$ cat src/rtl/tdc_pkg.sv
package tdc_pkg;

    typedef enum logic [1:0] {
        MC_S0 = 2'd0,
        MC_S1 = 2'd1,
        MC_S2 = 2'd2,
        MC_S3 = 2'd3
    } mc_state_t;

    typedef enum logic {
        SRC_FAST = 1'b0,
        SRC_SLOW = 1'b1
    } src_state_t;

endpackage

$ cat src/rtl/tdc_mcycle.sv
module tdc_mcycle
    import tdc_pkg::*;
(
    input  logic      clk,
    input  logic      rst,
    input  logic      sys_tick,
    output mc_state_t state,
    output logic      wrap
);

    mc_state_t state_q;
    mc_state_t state_d;

    // next-state process
    always_comb begin
        state_d = state_q;
        if (sys_tick) begin
            unique case (state_q)
                MC_S0: state_d = MC_S1;
                MC_S1: state_d = MC_S2;
                MC_S2: state_d = MC_S3;
                MC_S3: state_d = MC_S0;
            endcase
        end
    end

    // state register
    always_ff @(posedge clk) begin
        if (rst) state_q <= MC_S0;
        else     state_q <= state_d;
    end

    // outputs
    always_comb begin
        state = state_q;
        wrap  = sys_tick && (state_q == MC_S3);
    end

    p_mc_wrap_r2: assert property (@(posedge clk) disable iff (rst)
        (sys_tick && state_q == MC_S3) |=> (state_q == MC_S0))
        else $error("R2: machine cycle did not wrap to S0");

    p_mc_hold_r2: assert property (@(posedge clk) disable iff (rst)
        !sys_tick |=> $stable(state_q))
        else $error("R2: machine cycle moved without a tick");

endmodule

$ cat src/rtl/tdc_stage.sv
module tdc_stage (
    input  logic clk,
    input  logic rst,
    input  logic tick_in,
    output logic q
);

    always_ff @(posedge clk) begin
        if (rst)          q <= 1'b0;
        else if (tick_in) q <= ~q;
    end

    p_stage_hold_r3: assert property (@(posedge clk) disable iff (rst)
        !tick_in |=> $stable(q))
        else $error("R3: stage changed without an input tick");

    p_stage_flip_r3: assert property (@(posedge clk) disable iff (rst)
        tick_in |=> (q != $past(q)))
        else $error("R3: stage ignored an input tick");

endmodule

$ cat src/rtl/tdc_src_sel.sv
module tdc_src_sel
    import tdc_pkg::*;
(
    input  logic       clk,
    input  logic       rst,
    input  logic       sys_sel,
    input  logic       dual_mode,
    input  logic       sel_bit,
    output src_state_t src
);

    src_state_t src_q;
    src_state_t src_d;
    logic       want_slow;

    assign want_slow = sys_sel || (dual_mode && sel_bit);

    // next-state process: ENGAGE (FAST->SLOW), RELEASE (SLOW->FAST)
    always_comb begin
        src_d = src_q;
        unique case (src_q)
            SRC_FAST: if (want_slow)  src_d = SRC_SLOW;
            SRC_SLOW: if (!want_slow) src_d = SRC_FAST;
        endcase
    end

    // state register
    always_ff @(posedge clk) begin
        if (rst) src_q <= SRC_FAST;
        else     src_q <= src_d;
    end

    // outputs
    always_comb src = src_q;

    p_slow_forced_r7: assert property (@(posedge clk) disable iff (rst)
        sys_sel |=> (src_q == SRC_SLOW))
        else $error("R7: slow system clock did not force slow source");

    p_single_fast_r4: assert property (@(posedge clk) disable iff (rst)
        (!dual_mode && !sys_sel) |=> (src_q == SRC_FAST))
        else $error("R4: single-clock mode did not force fast source");

endmodule

$ cat src/rtl/dual_timing_divider.sv
module dual_timing_divider
    import tdc_pkg::*;
#(
    parameter int NUM_STAGES   = 21,
    parameter int INJECT_STAGE = 7
) (
    input  logic                  clk,
    input  logic                  rst,
    input  logic                  fc_tick,
    input  logic                  fs_tick,
    input  logic                  sys_sel,
    input  logic                  dual_mode,
    input  logic                  sel_wr,
    input  logic                  sel_wdata,
    output logic [NUM_STAGES-1:0] taps,
    output logic [1:0]            mc_state
);

    localparam int LOW_N = INJECT_STAGE - 1;

    mc_state_t             mc_q;
    src_state_t            src;
    logic                  sys_tick;
    logic                  mc_wrap;
    logic                  st1_tick;
    logic                  s7_tick;
    logic                  sel_bit;
    logic [NUM_STAGES-1:0] carry;
    logic [NUM_STAGES-1:0] taps_q;

    assign sys_tick = sys_sel ? fs_tick : fc_tick;

    tdc_mcycle u_mcycle (
        .clk      (clk),
        .rst      (rst),
        .sys_tick (sys_tick),
        .state    (mc_q),
        .wrap     (mc_wrap)
    );

    // stage one only sees the fast side; frozen while slow clock runs
    assign st1_tick = mc_wrap && !sys_sel;
    assign carry[0] = st1_tick;

    always_ff @(posedge clk) begin
        if (rst)         sel_bit <= 1'b0;
        else if (sel_wr) sel_bit <= sel_wdata;
    end

    tdc_src_sel u_src (
        .clk       (clk),
        .rst       (rst),
        .sys_sel   (sys_sel),
        .dual_mode (dual_mode),
        .sel_bit   (sel_bit),
        .src       (src)
    );

    assign s7_tick = (src == SRC_SLOW) ? fs_tick : carry[LOW_N];

    for (genvar g = 0; g < NUM_STAGES; g++) begin : g_stage
        logic tin;
        if (g == LOW_N) begin : g_inject
            assign tin = s7_tick;
        end else begin : g_chain
            assign tin = carry[g];
        end
        if (g < NUM_STAGES - 1) begin : g_carry
            assign carry[g+1] = tin && taps_q[g];
        end
        tdc_stage u_stage (
            .clk     (clk),
            .rst     (rst),
            .tick_in (tin),
            .q       (taps_q[g])
        );
    end

    assign taps     = taps_q;
    assign mc_state = mc_q;

    p_reset_clear_r1: assert property (@(posedge clk)
        rst |=> (taps_q == '0 && mc_q == MC_S0 && !sel_bit && src == SRC_FAST))
        else $error("R1: reset did not clear the chain");

    p_freeze_low_r8: assert property (@(posedge clk) disable iff (rst)
        sys_sel |=> $stable(taps_q[LOW_N-1:0]))
        else $error("R8: low stages moved on slow clock");

    p_fast_src_r5: assert property (@(posedge clk) disable iff (rst)
        (src == SRC_FAST && !carry[LOW_N]) |=> $stable(taps_q[LOW_N]))
        else $error("R5: stage seven moved without fast carry");

    p_slow_src_r6: assert property (@(posedge clk) disable iff (rst)
        (src == SRC_SLOW && !fs_tick) |=> $stable(taps_q[LOW_N]))
        else $error("R6: stage seven moved without slow tick");

    p_sel_write_r9: assert property (@(posedge clk) disable iff (rst)
        sel_wr |=> (sel_bit == $past(sel_wdata)))
        else $error("R9: select bit not written");

endmodule

$ cat config.mk
export PLATFORM = sky130hd
export DESIGN_NAME = dual_timing_divider
export DESIGN_NICKNAME = d
export VERILOG_FILES = /design/src/rtl/tdc_pkg.sv /design/src/rtl/tdc_mcycle.sv /design/src/rtl/tdc_stage.sv /design/src/rtl/tdc_src_sel.sv /design/src/rtl/dual_timing_divider.sv
export SDC_FILE = /design/constraint.sdc
export NUM_CORES = 1
export LEC_CHECK = 0
export BUFFER_PORTS_ARGS = -buffer_cell sky130_fd_sc_hd__buf_2
export CORE_MARGIN = 5
export CORE_UTILIZATION = 53
export DETAILED_ROUTE_END_ITERATION = 10
export PLACE_DENSITY = 0.77
export SLEW_MARGIN = 20
export SYNTH_ARGS = -nofsm -noshare
export SYNTH_HDL_FRONTEND = slang
export SYNTH_SLANG_ARGS = --single-unit
export TNS_END_PERCENT = 5
$ cat constraint.sdc
create_clock -name clk -period 2.5 [get_ports clk]
set_input_delay 0.5 -clock clk [delete_from_list [all_inputs] [get_ports clk]]
set_output_delay 0.5 -clock clk [all_outputs]
set_load 0.02 [all_outputs]
After elaboration in Yosys (flattened, before gate mapping)
Index checks and enable logic that the tools add are counted.
{"block": "word_totals", "regBits": 25, "out_inout_bits": 23, "elab_cells": 78}
{"block": "classes", "n_eq_ne": 3, "mux": 4, "bitwise_logic": 21, "reduce_logical": 26}
{"operator": "logical AND 1 bit", "count": 23}
{"operator": "inverter 1 bit", "count": 21}
{"operator": "case mux 2 bit (4 select lines)", "count": 1}
{"operator": "== test 2 bit (second input constant)", "count": 2}
{"operator": "2-to-1 mux 1 bit", "count": 3}
{"operator": "== test 2 x 1 -> 1 bit (second input constant)", "count": 1}
{"operator": "logical NOT 2 bit", "count": 1}
{"operator": "logical NOT 1 bit", "count": 1}
{"operator": "logical OR 1 bit", "count": 1}

Depth between registers and ports, before layout
{"block": "logic_depth", "depth_word": 24, "depth_mapped": 7}

Hierarchy
A second synthesis with hierarchy kept.
{"block": "hier_totals", "cells_unflattened": 124, "area_unflattened_um2": 1171.1}
{"module": "tdc_stage", "n_inst": 21, "cells_each": 3, "area_each_um2": 32.5, "seq_area_each_um2": 20.0}
{"module": "dual_timing_divider", "n_inst": 1, "cells_each": 45, "area_each_um2": 337.8, "seq_area_each_um2": 20.0}
{"module": "tdc_mcycle", "n_inst": 1, "cells_each": 13, "area_each_um2": 121.4, "seq_area_each_um2": 40.0}
{"module": "tdc_src_sel", "n_inst": 1, "cells_each": 3, "area_each_um2": 28.8, "seq_area_each_um2": 20.0}

Worst setup path after synthesis
Ideal clock, no wire load.
{"block": "synth_path", "kind": "register to register", "from": "register u_mcycle.state_q[1], in the netlist u_mcycle.state[1]", "to": "register g_stage[20].u_stage.q", "setup_ns": 0.123, "arrival_time_ns": 2.047, "required_time_ns": 2.377, "setup_slack_ns": 0.329, "stages_incl_launch_ff": 7, "path_buffers": 1, "synth_period_minus_slack_ns": 2.171, "cell_sequence": "dfxtp_1 ha_1 nand4b_4 o41a_4 buf_6 nor4_4 mux2_1"}
{"block": "synth_between", "elab_chain_len": 24}
{"item": "start, declared", "line_no": "tdc_mcycle.sv:11", "rtl": "mc_state_t state_q;"}
{"item": "start signal, assigned", "line_no": "tdc_mcycle.sv:30", "rtl": "else state_q <= state_d;"}
{"item": "== test 2 bit", "line_no": "tdc_mcycle.sv:36", "rtl": "wrap = sys_tick && (state_q == MC_S3);"}
{"item": "logical AND 1 bit", "line_no": "tdc_mcycle.sv:36"}
{"item": "logical AND 1 bit", "line_no": "dual_timing_divider.sv:42", "rtl": "assign st1_tick = mc_wrap && !sys_sel;"}
{"item": "logical AND 1 bit (6 in a row)", "line_no": "dual_timing_divider.sv:69", "rtl": "assign carry[g+1] = tin && taps_q[g];"}
{"item": "2-to-1 mux 1 bit", "line_no": "dual_timing_divider.sv:59", "rtl": "assign s7_tick = (src == SRC_SLOW) ? fs_tick : carry[LOW_N];"}
{"item": "logical AND 1 bit (14 in a row)", "line_no": "dual_timing_divider.sv:69"}
{"item": "end signal, assigned", "line_no": "tdc_stage.sv:10", "rtl": "else if (tick_in) q <= ~q;"}
{"item": "end, declared", "line_no": "tdc_stage.sv:5", "rtl": "output logic q"}
Every way passes these cells.
A chain may end at the register's enable or synchronous reset.

Worst setup path in the final report
{"block": "layout_path", "from": "register u_mcycle.state_q[1], in the netlist u_mcycle.state[1]", "to": "register g_stage[17].u_stage.q"}
{"block": "layout_between", "elab_chain_len": 21}
{"item": "== test 2 bit", "line_no": "tdc_mcycle.sv:36"}
{"item": "logical AND 1 bit", "line_no": "tdc_mcycle.sv:36"}
{"item": "logical AND 1 bit", "line_no": "dual_timing_divider.sv:42"}
{"item": "logical AND 1 bit (6 in a row)", "line_no": "dual_timing_divider.sv:69"}
{"item": "2-to-1 mux 1 bit", "line_no": "dual_timing_divider.sv:59"}
{"item": "logical AND 1 bit (11 in a row)", "line_no": "dual_timing_divider.sv:69"}
{"item": "end signal, assigned", "line_no": "tdc_stage.sv:10"}
{"item": "end, declared", "line_no": "tdc_stage.sv:5"}
Every way passes these cells.

==> out/results.ini <==
[cells_and_area]
fin_util_pct = 56.1
stdcell_area_um2 = 1390
drive_gt1_share_pct = 24.2
syn_to_final_growth_pct = 1.83
diodes = 0
nNetsFinal = 173
fill_cells = 247

[die]
rows = 18
initial_core_util_pct = 55.1
die_y_um = 60.7
fp.dieW_um = 60.7
placeableCoreArea_um2 = 2480
die-area_um2 = 3690
ios = 31

[sta]
maxSlewHeadroom_pct = 67.3
setup_viol = 0
tns_ns = 0
final_max_slew_viol_count = 0
finalHoldViolCount = 0
worst-slew-pin-transition_ns = 0.491
rsz0062_at_grt = false
fmax_ghz = 0.456
hold_slack_ns = 0.407
skew_ns = 0.00756
period_share_pct = 87.7
period_needed_ns = 2.19

[job]
drv_cap = 0

[clock_network]
clock_tree.root_cell = clkbuf_4
cts_resized = 0
numClockSinks = 25
hold_buffers = 0
clockBufferDepth = 2
htree_levels = 1
post_cts_buffers = 0
cts_tree = built
clk_pin_slew_ns = 0.13
clkLatencyLatePin_ns = 0.32
cts_buffers = 3

[power_and_ir_drop]
p_per_area_nw_per_um2 = 467
p_leak_uw = 0.000601
p_total_uw = 648
vdd_ir_drop_max_mv = 0.263

[synthesis]
netlist_instances = 154
synth-seq-area-share_pct = 36.7
avgSynthCellArea_um2 = 8.86
synthTopCellsByArea = dfxtp_1 37%, buf_4 12%, a21oi_1 5.1%, nor2_1 3.3%, or3_1 3.2%
synth-edff-count = 0
yosysMostFrequentCell = dfxtp_1
ys.flop_type = dfxtp_1
postSynth.asyncResetShare_pct = 0
synth_top_cell_area_share_pct = 36.7
ys_warn_count = 0
synthesis.nets = 165
synth_top_area_cell = dfxtp_1
netlist_area_um2 = 1360
ys_ff_latch = 25
yosys-top-cells-count = 25 x dfxtp_1, 21 x buf_4, 14 x a21oi_1
synthDistinctLibCells = 34

[setup_path]
cp-end-kind = register
cp_top_family = compound AO/OA/AOI/OAI gates
crit_chain = ha_1 -> nand4b_4 -> o41a_4 -> nor4b_1 -> mux2_2
cp-start-kind = register
max_stage_delay_ns = 0.57
slowest_stage = o41a_4
cp.arrival_ns = 2.42
crit_type = register to register
cp.required_ns = 2.72
cp_num_buf_inv = 0
cp_max_fo = 26

[placed_design]
hpwl_mm = 1.87
gp_congestion = 0.741
portBuffers = 30
placed_cell_area_um2 = 1360

[drt]
highest_layer = met4
route.vias.total = 1098
drc = 0
routedWlPerCell_um = 13.6
met2_length_mm = 1.29
wl_mm = 2.59
first_pass_iters = 5
met3_length_um = 142
via_per_inst = 5.75
drtIter0Drc = 70
antenna_left = 0
wl_met1_mm = 1.10

[grt]
grt_max_degree = 29
grt_pass1_vias = 981
overflow = 0
grt.total_usage_pct = 15.2
antenna_found_initial = 0
grt_pass1_wl_mm = 4.24

[worst_hold_path]
holdCritPathClass = input port to register

[outcome]
status = complete, no violations

[metrics by stage]
| stage | instances | setup slack [ns] |
|---|---|---|
| after floorplan | 154 | 0.329 |
| after global placement | 187 | 0.319 |
| after detailed placement | 187 | 0.288 |
| after CTS | 191 | 0.313 |
| after global routing | 191 | 0.200 |
| final | 191 | 0.308 |
[layout by cell type, fill, tap and decap left out, types with 5 or more instances in the layout]
master   count
dfxtp_1     25
a21oi_1     14
or3_1        7
or4_1        5
buf_2       30
nand3_1      5
o31ai_1      5
nand4_1      5
nor2_1      12
o21ai_0      7
nand2_1      8
[cell families (layout without fill, tap and decap cells)]
logic type | Yosys count | count (layout) | synth area share [%]
compound gates | 28 | 28 | 12.6
xor+xnor | 6 | 6 | 3.85
fa+ha+maj | 3 | 3 | 2.75
buf+inv | 31 | 38 | 15.0
flops | 25 | 25 | 36.7
mux | 5 | 5 | 3.94
simple gates | 56 | 56 | 25.2
[registers in the layout, indices dropped and copies added (netlist names)]
register	flops
u_mcycle.state	2
u_src.src	1
g_stage.u_stage.q	21
sel_bit	1
[path summary, 6_finish.rpt]
| kind | from | end | cells past startpoint | slack, ns |
|---|---|---|---|---|
| setup / recovery | u_mcycle.state[1] | g_stage[17].u_stage.q | 5 | 0.31 |
| hold / removal | dual_mode | u_src.src | 3 | 0.41 |
| setup reg to reg | u_mcycle.state[1] | g_stage[17].u_stage.q | 5 | 0.31 |
| hold reg to reg | sel_bit | u_src.src | 2 | 0.52 |
[cell type report]
| class | count | area, um^2 | area share (%) |
|---|---|---|---|
| inverter | 4 | 15.0 | 1.08 |
| clock buffer | 4 | 26.3 | 1.89 |
| sequential | 25 | 500 | 36.0 |
| tap | 30 | 37.5 | 2.70 |
| timing repair buffer | 30 | 150 | 10.8 |
| multi-input combinational | 98 | 659 | 47.5 |
[tightest hold or removal path, cell delays in order]
cell and delay, ns:
buf_2 0.07, a21oi_1 0.05, nor2_1 0.07
[metal layers]
layer | global-route usage, % | vias up
li1 | - | 538
met1 | 18.0 | 513
met2 | 26.0 | 41
met3 | 2.77 | 6
met4 | 8.36 | 0
met5 | 0 | -
[power by group]
group	switching, uW	internal [uW]	total [uW]	leakage, uW
Clock	121	62.5	184	0.0000150
Combinational	34.0	19.7	53.7	0.000384
Sequential	5.52	405	411	0.000202
(Power assumes the default switching activity.)
